$ cat src/rtl/fwd_pkg.sv
package fwd_pkg;

    typedef enum logic [1:0] {
        FL_BODY = 2'b00,
        FL_HEAD = 2'b01,
        FL_TAIL = 2'b10
    } flit_kind_e;

    typedef enum logic [1:0] {
        SW_SAF  = 2'b00,
        SW_VCT  = 2'b01,
        SW_WORM = 2'b10
    } sw_mode_e;

    // true when a value of the given count reaches the needed amount
    function automatic logic reaches(input int unsigned have, input int unsigned need);
        return have >= need;
    endfunction

endpackage

$ cat src/rtl/fwd_flit_buf.sv
module fwd_flit_buf
    import fwd_pkg::*;
#(
    parameter int DATA_W = 16,
    parameter int DEPTH  = 8
) (
    input  logic              clk,
    input  logic              rst,
    input  logic              push,
    input  flit_kind_e        push_kind,
    input  logic [DATA_W-1:0] push_data,
    input  logic              pop,
    output flit_kind_e        front_kind,
    output logic [DATA_W-1:0] front_data,
    output logic [$clog2(DEPTH+1)-1:0] count,
    output logic              full,
    output logic              empty
);
    localparam int PTR_W = (DEPTH > 1) ? $clog2(DEPTH) : 1;
    localparam int CNT_W = $clog2(DEPTH+1);

    flit_kind_e        kind_mem [DEPTH];
    logic [DATA_W-1:0] data_mem [DEPTH];
    logic [PTR_W-1:0]  wr_ptr, rd_ptr;
    logic [CNT_W-1:0]  cnt_q;

    function automatic logic [PTR_W-1:0] step(input logic [PTR_W-1:0] p);
        return (p == PTR_W'(DEPTH-1)) ? '0 : p + PTR_W'(1);
    endfunction

    always_ff @(posedge clk) begin
        if (push) begin
            kind_mem[wr_ptr] <= push_kind;
            data_mem[wr_ptr] <= push_data;
        end
    end

    always_ff @(posedge clk) begin
        if (rst) begin
            wr_ptr <= '0;
            rd_ptr <= '0;
            cnt_q  <= '0;
        end else begin
            if (push) wr_ptr <= step(wr_ptr);
            if (pop)  rd_ptr <= step(rd_ptr);
            cnt_q <= cnt_q + CNT_W'(push) - CNT_W'(pop);
        end
    end

    assign front_kind = kind_mem[rd_ptr];
    assign front_data = data_mem[rd_ptr];
    assign count      = cnt_q;
    assign full       = (cnt_q == CNT_W'(DEPTH));
    assign empty      = (cnt_q == '0);


    pop_empty_chk: assert property (@(posedge clk) disable iff (rst)
        pop |-> !empty);


    push_full_chk: assert property (@(posedge clk) disable iff (rst)
        (full && !pop) |=> !push);

endmodule

$ cat src/rtl/fwd_credit_ctr.sv
module fwd_credit_ctr #(
    parameter int CRED_MAX = 8
) (
    input  logic clk,
    input  logic rst,
    input  logic take,
    input  logic give,
    output logic [$clog2(CRED_MAX+1)-1:0] avail
);
    localparam int CR_W = $clog2(CRED_MAX+1);

    logic [CR_W-1:0] cnt_q;

    always_ff @(posedge clk) begin
        if (rst) cnt_q <= CR_W'(CRED_MAX);
        else     cnt_q <= cnt_q - CR_W'(take) + CR_W'(give);
    end

    assign avail = cnt_q;


    no_underflow_chk: assert property (@(posedge clk) disable iff (rst)
        take |-> (cnt_q != '0));


    no_overflow_chk: assert property (@(posedge clk) disable iff (rst)
        (give && !take) |-> (cnt_q != CR_W'(CRED_MAX)));


    step_chk: assert property (@(posedge clk) disable iff (rst)
        (take && !give) |=> (cnt_q == $past(cnt_q) - CR_W'(1)));

endmodule

$ cat src/rtl/fwd_gate_ctl.sv
module fwd_gate_ctl
    import fwd_pkg::*;
#(
    parameter int LEN_W = 4,
    parameter int CNT_W = 4,
    parameter int CR_W  = 4
) (
    input  logic             clk,
    input  logic             rst,
    input  sw_mode_e         mode,
    input  logic             buf_empty,
    input  flit_kind_e       front_kind,
    input  logic [LEN_W-1:0] front_len,
    input  logic [CNT_W-1:0] buf_count,
    input  logic [CR_W-1:0]  credits,
    output logic             pop,
    output logic             start,
    output logic             locked
);
    logic locked_q;
    logic rule_ok;
    logic have_credit;

    assign have_credit = (credits != '0);

    always_comb begin
        unique case (mode)
            SW_VCT:  rule_ok = reaches(32'(credits), 32'(front_len));
            SW_WORM: rule_ok = have_credit;
            default: rule_ok = reaches(32'(buf_count), 32'(front_len))
                             && reaches(32'(credits), 32'(front_len));
        endcase
    end

    assign start = !locked_q && !buf_empty && (front_kind == FL_HEAD) && rule_ok;
    assign pop   = start || (locked_q && !buf_empty && have_credit);

    always_ff @(posedge clk) begin
        if (rst)      locked_q <= 1'b0;
        else if (pop) locked_q <= (front_kind != FL_TAIL);
    end

    assign locked = locked_q;


    no_head_in_pkt_chk: assert property (@(posedge clk) disable iff (rst)
        (locked_q && pop) |-> (front_kind != FL_HEAD));


    pkt_flow_chk: assert property (@(posedge clk) disable iff (rst)
        (locked_q && !buf_empty && (credits != '0)) |-> pop);

endmodule

$ cat src/rtl/pkt_fwd_gate.sv
module pkt_fwd_gate
    import fwd_pkg::*;
#(
    parameter int DATA_W    = 16,
    parameter int LEN_W     = 4,
    parameter int BUF_DEPTH = 8,
    parameter int CRED_MAX  = 8
) (
    input  logic              clk,
    input  logic              rst,
    input  logic [1:0]        sw_mode,
    input  logic              in_valid,
    output logic              in_ready,
    input  logic [1:0]        in_kind,
    input  logic [DATA_W-1:0] in_data,
    output logic              out_valid,
    output logic [1:0]        out_kind,
    output logic [DATA_W-1:0] out_data,
    input  logic              credit_ret
);
    localparam int CNT_W = $clog2(BUF_DEPTH+1);
    localparam int CR_W  = $clog2(CRED_MAX+1);

    logic              push, pop, start, locked;
    logic              buf_full, buf_empty;
    flit_kind_e        front_kind;
    logic [DATA_W-1:0] front_data;
    logic [CNT_W-1:0]  buf_count;
    logic [CR_W-1:0]   credits;
    sw_mode_e          mode;

    assign mode     = sw_mode_e'(sw_mode);
    assign in_ready = !buf_full;
    assign push     = in_valid && in_ready;

    fwd_flit_buf #(.DATA_W(DATA_W), .DEPTH(BUF_DEPTH)) u_buf (
        .clk       (clk),
        .rst       (rst),
        .push      (push),
        .push_kind (flit_kind_e'(in_kind)),
        .push_data (in_data),
        .pop       (pop),
        .front_kind(front_kind),
        .front_data(front_data),
        .count     (buf_count),
        .full      (buf_full),
        .empty     (buf_empty)
    );

    fwd_credit_ctr #(.CRED_MAX(CRED_MAX)) u_cred (
        .clk  (clk),
        .rst  (rst),
        .take (pop),
        .give (credit_ret),
        .avail(credits)
    );

    fwd_gate_ctl #(.LEN_W(LEN_W), .CNT_W(CNT_W), .CR_W(CR_W)) u_ctl (
        .clk       (clk),
        .rst       (rst),
        .mode      (mode),
        .buf_empty (buf_empty),
        .front_kind(front_kind),
        .front_len (front_data[LEN_W-1:0]),
        .buf_count (buf_count),
        .credits   (credits),
        .pop       (pop),
        .start     (start),
        .locked    (locked)
    );

    always_ff @(posedge clk) begin
        if (rst) begin
            out_valid <= 1'b0;
            out_kind  <= FL_BODY;
            out_data  <= '0;
        end else begin
            out_valid <= pop;
            out_kind  <= front_kind;
            out_data  <= front_data;
        end
    end


    saf_start_chk: assert property (@(posedge clk) disable iff (rst)
        (start && (mode != SW_VCT) && (mode != SW_WORM)) |->
            ((32'(buf_count) >= 32'(front_data[LEN_W-1:0])) &&
             (32'(credits) >= 32'(front_data[LEN_W-1:0]))));


    vct_start_chk: assert property (@(posedge clk) disable iff (rst)
        (start && (mode == SW_VCT)) |-> (32'(credits) >= 32'(front_data[LEN_W-1:0])));


    out_follow_chk: assert property (@(posedge clk) disable iff (rst)
        pop |=> out_valid);


    tail_release_chk: assert property (@(posedge clk) disable iff (rst)
        (pop && front_kind == FL_TAIL) |=> !locked);

endmodule

$ cat config.mk
export PLATFORM = sky130hd
export DESIGN_NAME = pkt_fwd_gate
export DESIGN_NICKNAME = d
export VERILOG_FILES = /design/src/rtl/fwd_pkg.sv /design/src/rtl/fwd_flit_buf.sv /design/src/rtl/fwd_credit_ctr.sv /design/src/rtl/fwd_gate_ctl.sv /design/src/rtl/pkt_fwd_gate.sv
export SDC_FILE = /design/constraint.sdc
export NUM_CORES = 1
export LEC_CHECK = 0
export BUFFER_PORTS_ARGS = -buffer_cell sky130_fd_sc_hd__buf_2
export CAP_MARGIN = 15
export CORE_MARGIN = 2
export CORE_UTILIZATION = 45
export CTS_CLUSTER_DIAMETER = 40
export DETAILED_ROUTE_END_ITERATION = 10
export GPL_ROUTABILITY_DRIVEN = 0
export SETUP_SLACK_MARGIN = 0.2
export SLEW_MARGIN = 20
export SYNTH_ARGS = -nofsm -noshare
export SYNTH_HDL_FRONTEND = slang
export SYNTH_SLANG_ARGS = --single-unit
$ cat constraint.sdc
create_clock -name clk -period 4.4 [get_ports clk]
set_clock_uncertainty 0.2 [all_clocks]
set_input_delay 1.32 -clock clk [delete_from_list [all_inputs] [get_ports clk]]
set_output_delay 1.32 -clock clk [all_outputs]
set_load 0.03 [all_outputs]
# Word-level counts from Yosys, hierarchy flattened
# Memories as Yosys holds them, arrays and structs flattened. A register that Yosys moved wholly into a read port is not among the register bits.
# Index checks and enable logic that the tools add are counted.
[totals]
register_bits = 34
wordCells = 47
mem_bits_ro = 0
latchBits = 0
output_inout_bits = 20
memories = 2
mem_bits_rw = 144
[classes]
addsub = 6
mux = 9
div = 0
eq_ne = 7
n_lt_le_gt_ge = 2
bitwise_logic = 0
shifts = 0
n_reduce_logical = 13
mul = 0
[memory_table]
columns = ["name", "words", "word_bits", "read_ports", "rd_clocked_by_memory_dff", "write_ports", "line_no", "source"]
rows = [
  ["u_buf.data_mem", 8, 16, 1, 1, 1, "fwd_flit_buf.sv:23", "logic [DATA_W-1:0] data_mem [DEPTH];"],
  ["u_buf.kind_mem", 8, 2, 1, 1, 1, "fwd_flit_buf.sv:22", "flit_kind_e kind_mem [DEPTH];"],
]
[op_table]
columns = ["op", "count"]
rows = [
  ["3-bit two-way mux", 6],
  ["4-bit by 1-bit adder with 4-bit output", 2],
  ["4-bit >= comparator", 2],
  ["4-bit by 1-bit subtractor with 4-bit output", 2],
  ["1-bit logical AND", 7],
  ["3-bit by 1-bit adder with 3-bit output, second input constant", 2],
  ["3-bit equality test, second input constant", 2],
  ["2-bit by 1-bit equality test with 1-bit output, second input constant", 2],
  ["4-bit equality test, second input constant", 1],
  ["4-bit logical NOT", 1],
  ["4-bit nonzero test", 1],
  ["1-bit logical NOT", 3],
  ["2-bit equality test, second input constant", 1],
  ["1-bit two-way mux", 2],
  ["2-bit inequality test, second input constant", 1],
  ["1-bit case mux with 2 select lines", 1],
  ["1-bit logical OR", 1],
]

# Logic depth before layout (Yosys ltp)
[logic_depth]
word_depth = 8
depth_mapped = 18
mapped_depth_nobuf = 16

# By module
# From an unflattened synthesis, not the netlist that was laid out.
[unflattened]
cells_unflattened = 390
area_unflattened_um2 = 7342.0
[modules_own_cells]
columns = ["module", "cells_per_inst", "area_each_um2", "n_inst"]
rows = [
  ["fwd_flit_buf", 281, 6195.9, 1],
  ["pkt_fwd_gate", 41, 526.8, 1],
  ["fwd_gate_ctl", 43, 381.6, 1],
  ["fwd_credit_ctr", 25, 237.7, 1],
]

# Worst setup path after synthesis
# No wires, ideal clock.
[synth_timing]
path_kind = "reg2reg"
startpoint = "register (tool-made name)"
endpoint = "register u_buf.cnt_q[2] (netlist: u_buf.count[2])"
path_stages_with_launch = 18
path_slack_ps = 294
required_time_ps = 4072
n_path_buf = 2
period_less_slack_ps = 4106
t_arrival_ps = 3779
cell_sequence = "dfxtp_1 -> buf_2 -> buf_2 -> mux4_2 -> mux2i_1 -> ha_1 -> a2111oi_0 -> a2bb2oi_1 -> nor4_4 -> nor2_2 -> inv_1 -> ha_1 -> inv_1 -> ha_1 -> inv_1 -> fa_1 -> xor2_1 -> nor2_1"
[synth_rtl]
columns = ["item", "line_no", "source"]
rows = [
  ["to (signal assigned)", "fwd_flit_buf.sv:46", "cnt_q <= cnt_q + CNT_W'(push) - CNT_W'(pop);"],
  ["to (decl)", "fwd_flit_buf.sv:25", "logic [CNT_W-1:0] cnt_q;"],
]

==> flow_metrics.tcl <==
set metrics [dict create \
    async_flop_share_pct 0 \
    cts_buffers 17 \
    synth_fp_nets 453 \
    grt_usage_pct 17.1 \
    cp.depth 16 \
    cp_num_buf_inv 4 \
    place_hpwl_um 7780 \
    antenna_found_initial 0 \
    drc_errors 0 \
    pre_cts_slack_ns 0.0307 \
    cts_tree "done" \
    grt_overflow 0 \
    cts_root_buf "clkbuf_16" \
    synth_largest_area_cell "edfxtp_1" \
    p_per_area_mw_per_mm2 531 \
    clk_path_buf_depth 2 \
    diodes 0 \
    vias 3574 \
    h-tree-depth 4 \
    clk_latency_ns 0.43 \
    final-setup-viol-count 0 \
    coreArea_mm2 0.0157 \
    postSynthRegisterBits 181 \
    crit_path_start_kind "register" \
    die_h_um 130 \
    ys_seq_area_share_pct 70.9 \
    finalWirelength_um 13200 \
    clk_pin_slew_ns 0.07 \
    areaGrowthSynthToFinish_pct 17.9 \
    mostFrequentLayoutCells "edfxtp_1, buf_2, mux4_2, dfxtp_1, nor2_1" \
    cts.sinks 181 \
    p_leak_nw 2.95 \
    yosys-top-cells-area "edfxtp_1, mux4_2, dfxtp_1, ha_1, mux2i_1" \
    clock_power_share_pct 33.9 \
    cp.required_ns 4.49 \
    timing.rr.end "u_buf.count[2]" \
    die_area_mm2 0.0169 \
    wl_per_cell_um 18.9 \
    finalCriticalPeriod_ns 3.98 \
    outcome "complete, no violations" \
    ys_types 45 \
    dr.pass1.iters 4 \
    fin_crit_sh_pct 90.5 \
    grt_pass1_wl_um 20900 \
    worstMarginPinSlew_ns 0.757 \
    portBuffers 43 \
    start_util_pct 45.5 \
    timing.reg2reg.setup_slack_ns 0.42 \
    clock.fmax_mhz 251 \
    fillers 1262 \
    worstRegToRegCells 16 \
    path_class "register to register" \
    max_cap_violations 0 \
    finalMaxSlewViolations 0 \
    ctsHoldBuffers 0 \
    ant_nets 0 \
    grt_max_degree 34 \
    yosysWarnings 0 \
    swShare_pct 27.0 \
    cp_top_family "adder cells" \
    rsz0062_at_grt "false" \
    ioPinCount 44 \
    detail_route.vias_per_cell 5.11 \
    netlist_instances 402 \
    ir_worst_vdd_v 0.000307 \
    hold_viol 0 \
    end_kind "register" \
    placed_cells_incl_taps 661 \
    drt_iter0_markers 271 \
    final_cells 699 \
    hold_class "register to register" \
    drive_gt1_share_pct 30.6 \
    tns_ns 0 \
    arrival_ns 4.07 \
    synth_area_mm2 0.00715 \
    slowest_delay_ns 0.50 \
    crit_path_top_delay_cell "mux4_2" \
    relSlewSlack_pct 49.6 \
    die_w_um 130 \
    p_sw_w 0.00121 \
    cp_cell_sequence "buf_12 -> mux4_2 -> mux2i_2 -> ha_1 -> a2111oi_4 -> a2bb2oi_2 -> nor4_4 -> nor2_2 -> inv_1 -> ha_1 -> inv_1 -> ha_1 -> inv_1 -> fa_1 -> xor2_1 -> nor2_1" \
    synth_top_area_share_pct 60.5 \
    power_report.internal_total_w 0.00327 \
    seqPwrFrac_pct 45.8 \
    grt_pass1_vias 3763 \
    layout_commonest_cell "edfxtp_1" \
    endpoint "u_buf.count[2]" \
    fin_util_pct 53.6 \
    timing.final.ws_setup_ns 0.418 \
    cp_max_fo 9 \
    synth_edf_count 144 \
    totalPowerFinal_w 0.00447 \
    synth_flop_cell "edfxtp_1" \
    share_comb_of_total_power_pct 20.3 \
    rows 46 \
    fin_nets 521 \
    syn_area_per_cell_um2 17.8 \
]
stage by stage:
stage                     cell area (um2)  hold slack [ns]
after detailed placement             7720            0.290
after global placement               7720            0.296
after CTS                            8360            0.305
after floorplan                      7150            0.258
final                                8430            0.302
after global routing                 8430            0.323
registers in the layout (all words and copies together), names as in the netlist, named ones only:
signal	flops
out_valid	1
out_kind	2
u_buf.wr_ptr	3
u_cred.avail	4
out_data	16
u_buf.data_mem	128
u_buf.count	4
u_ctl.locked	1
u_buf.rd_ptr	3
u_buf.kind_mem	16
worst min-delay path by stage:
stage	from	to	slack [ns]	cells after the start
floorplan	u_buf.rd_ptr[2]	register	0.26	2
global placement	u_buf.rd_ptr[1]	register	0.30	2
detailed placement	u_buf.rd_ptr[1]	register	0.29	2
CTS	u_buf.rd_ptr[1]	register	0.31	2
global route	u_buf.rd_ptr[1]	register	0.32	2
finish	u_buf.rd_ptr[1]	register	0.30	2
cells in the mapped netlist (2+ instances only):
library cell / n
o41ai_1: 2
a21oi_1: 6
ha_1: 25
nand3b_1: 3
nor2b_1: 6
nand2_1: 12
inv_1: 23
nor3_1: 6
o21ai_0: 4
xnor2_1: 2
clkbuf_1: 3
edfxtp_1: 144
dfxtp_1: 37
fa_1: 2
buf_2: 10
nor2_1: 29
mux2i_1: 18
a21o_1: 2
xor2_1: 2
mux4_2: 35
nand2b_1: 4
nand4b_1: 2
nor3b_1: 3
final cells by class:
type                            count  area (um2)  share of cell area (%)
Sequential cell                   181        5070                    60.2
Multi-Input combinational cell    183        2000                    23.7
Clock buffer                       18         429                    5.09
Timing Repair Buffer               64         410                    4.87
Tap cell                          216         270                    3.21
Clock inverter                     14         166                    1.97
Inverter                           23        86.3                    1.02
cell families (layout without fill, tap and decap cells):
logic type | count (synthesis) | count (layout) | share of synthesized area (%)
DFF | 181 | 181 | 70.9
and+or+nand+nor | 73 | 73 | 5.29
muxes | 54 | 54 | 13.7
buffers and inverters | 38 | 119 | 2.28
adders and majority gates | 27 | 27 | 4.94
AOI/OAI and AO/OA | 25 | 25 | 2.42
xor gates and xnor gates | 4 | 4 | 0.490
power groups by stage:
stage	Clock (W)	Sequential (W)	Combinational, W
after floorplan	0	0.00213	0.000551
after global placement	0	0.00208	0.000814
after detailed placement	0	0.00209	0.000829
after CTS	0.00155	0.00205	0.000867
after global routing	0.00162	0.00207	0.00101
final	0.00152	0.00205	0.000907
layer usage:
metal | global-route usage [%] | vias to the layer above | wire [um]
met4 | 5.69 | 0 | 190
met5 | 0 | - | 0
met1 | 23.1 | 1801 | 6240
met2 | 26.5 | 61 | 6330
li1 | - | 1694 | -
met3 | 5.66 | 18 | 464
worst reg2reg max path, cell delays in order (launching register included):
cell and delay, ns:
dfxtp_4 0.39, buf_12 0.15, mux4_2 0.51, mux2i_2 0.24, ha_1 0.31, a2111oi_4 0.38, a2bb2oi_2 0.21, nor4_4 0.06
nor2_2 0.17, inv_1 0.09, ha_1 0.28, inv_1 0.06, ha_1 0.17, inv_1 0.06, fa_1 0.37, xor2_1 0.15
nor2_1 0.05
repair_timing:
action                                  CTS  global route
resized for setup                         4             5
setup buffers                             0             5
endpoints found under the setup margin    6             6
pin swaps                                 1             3
gates cloned                              1             0
Power figures use the tool's default switching activity.
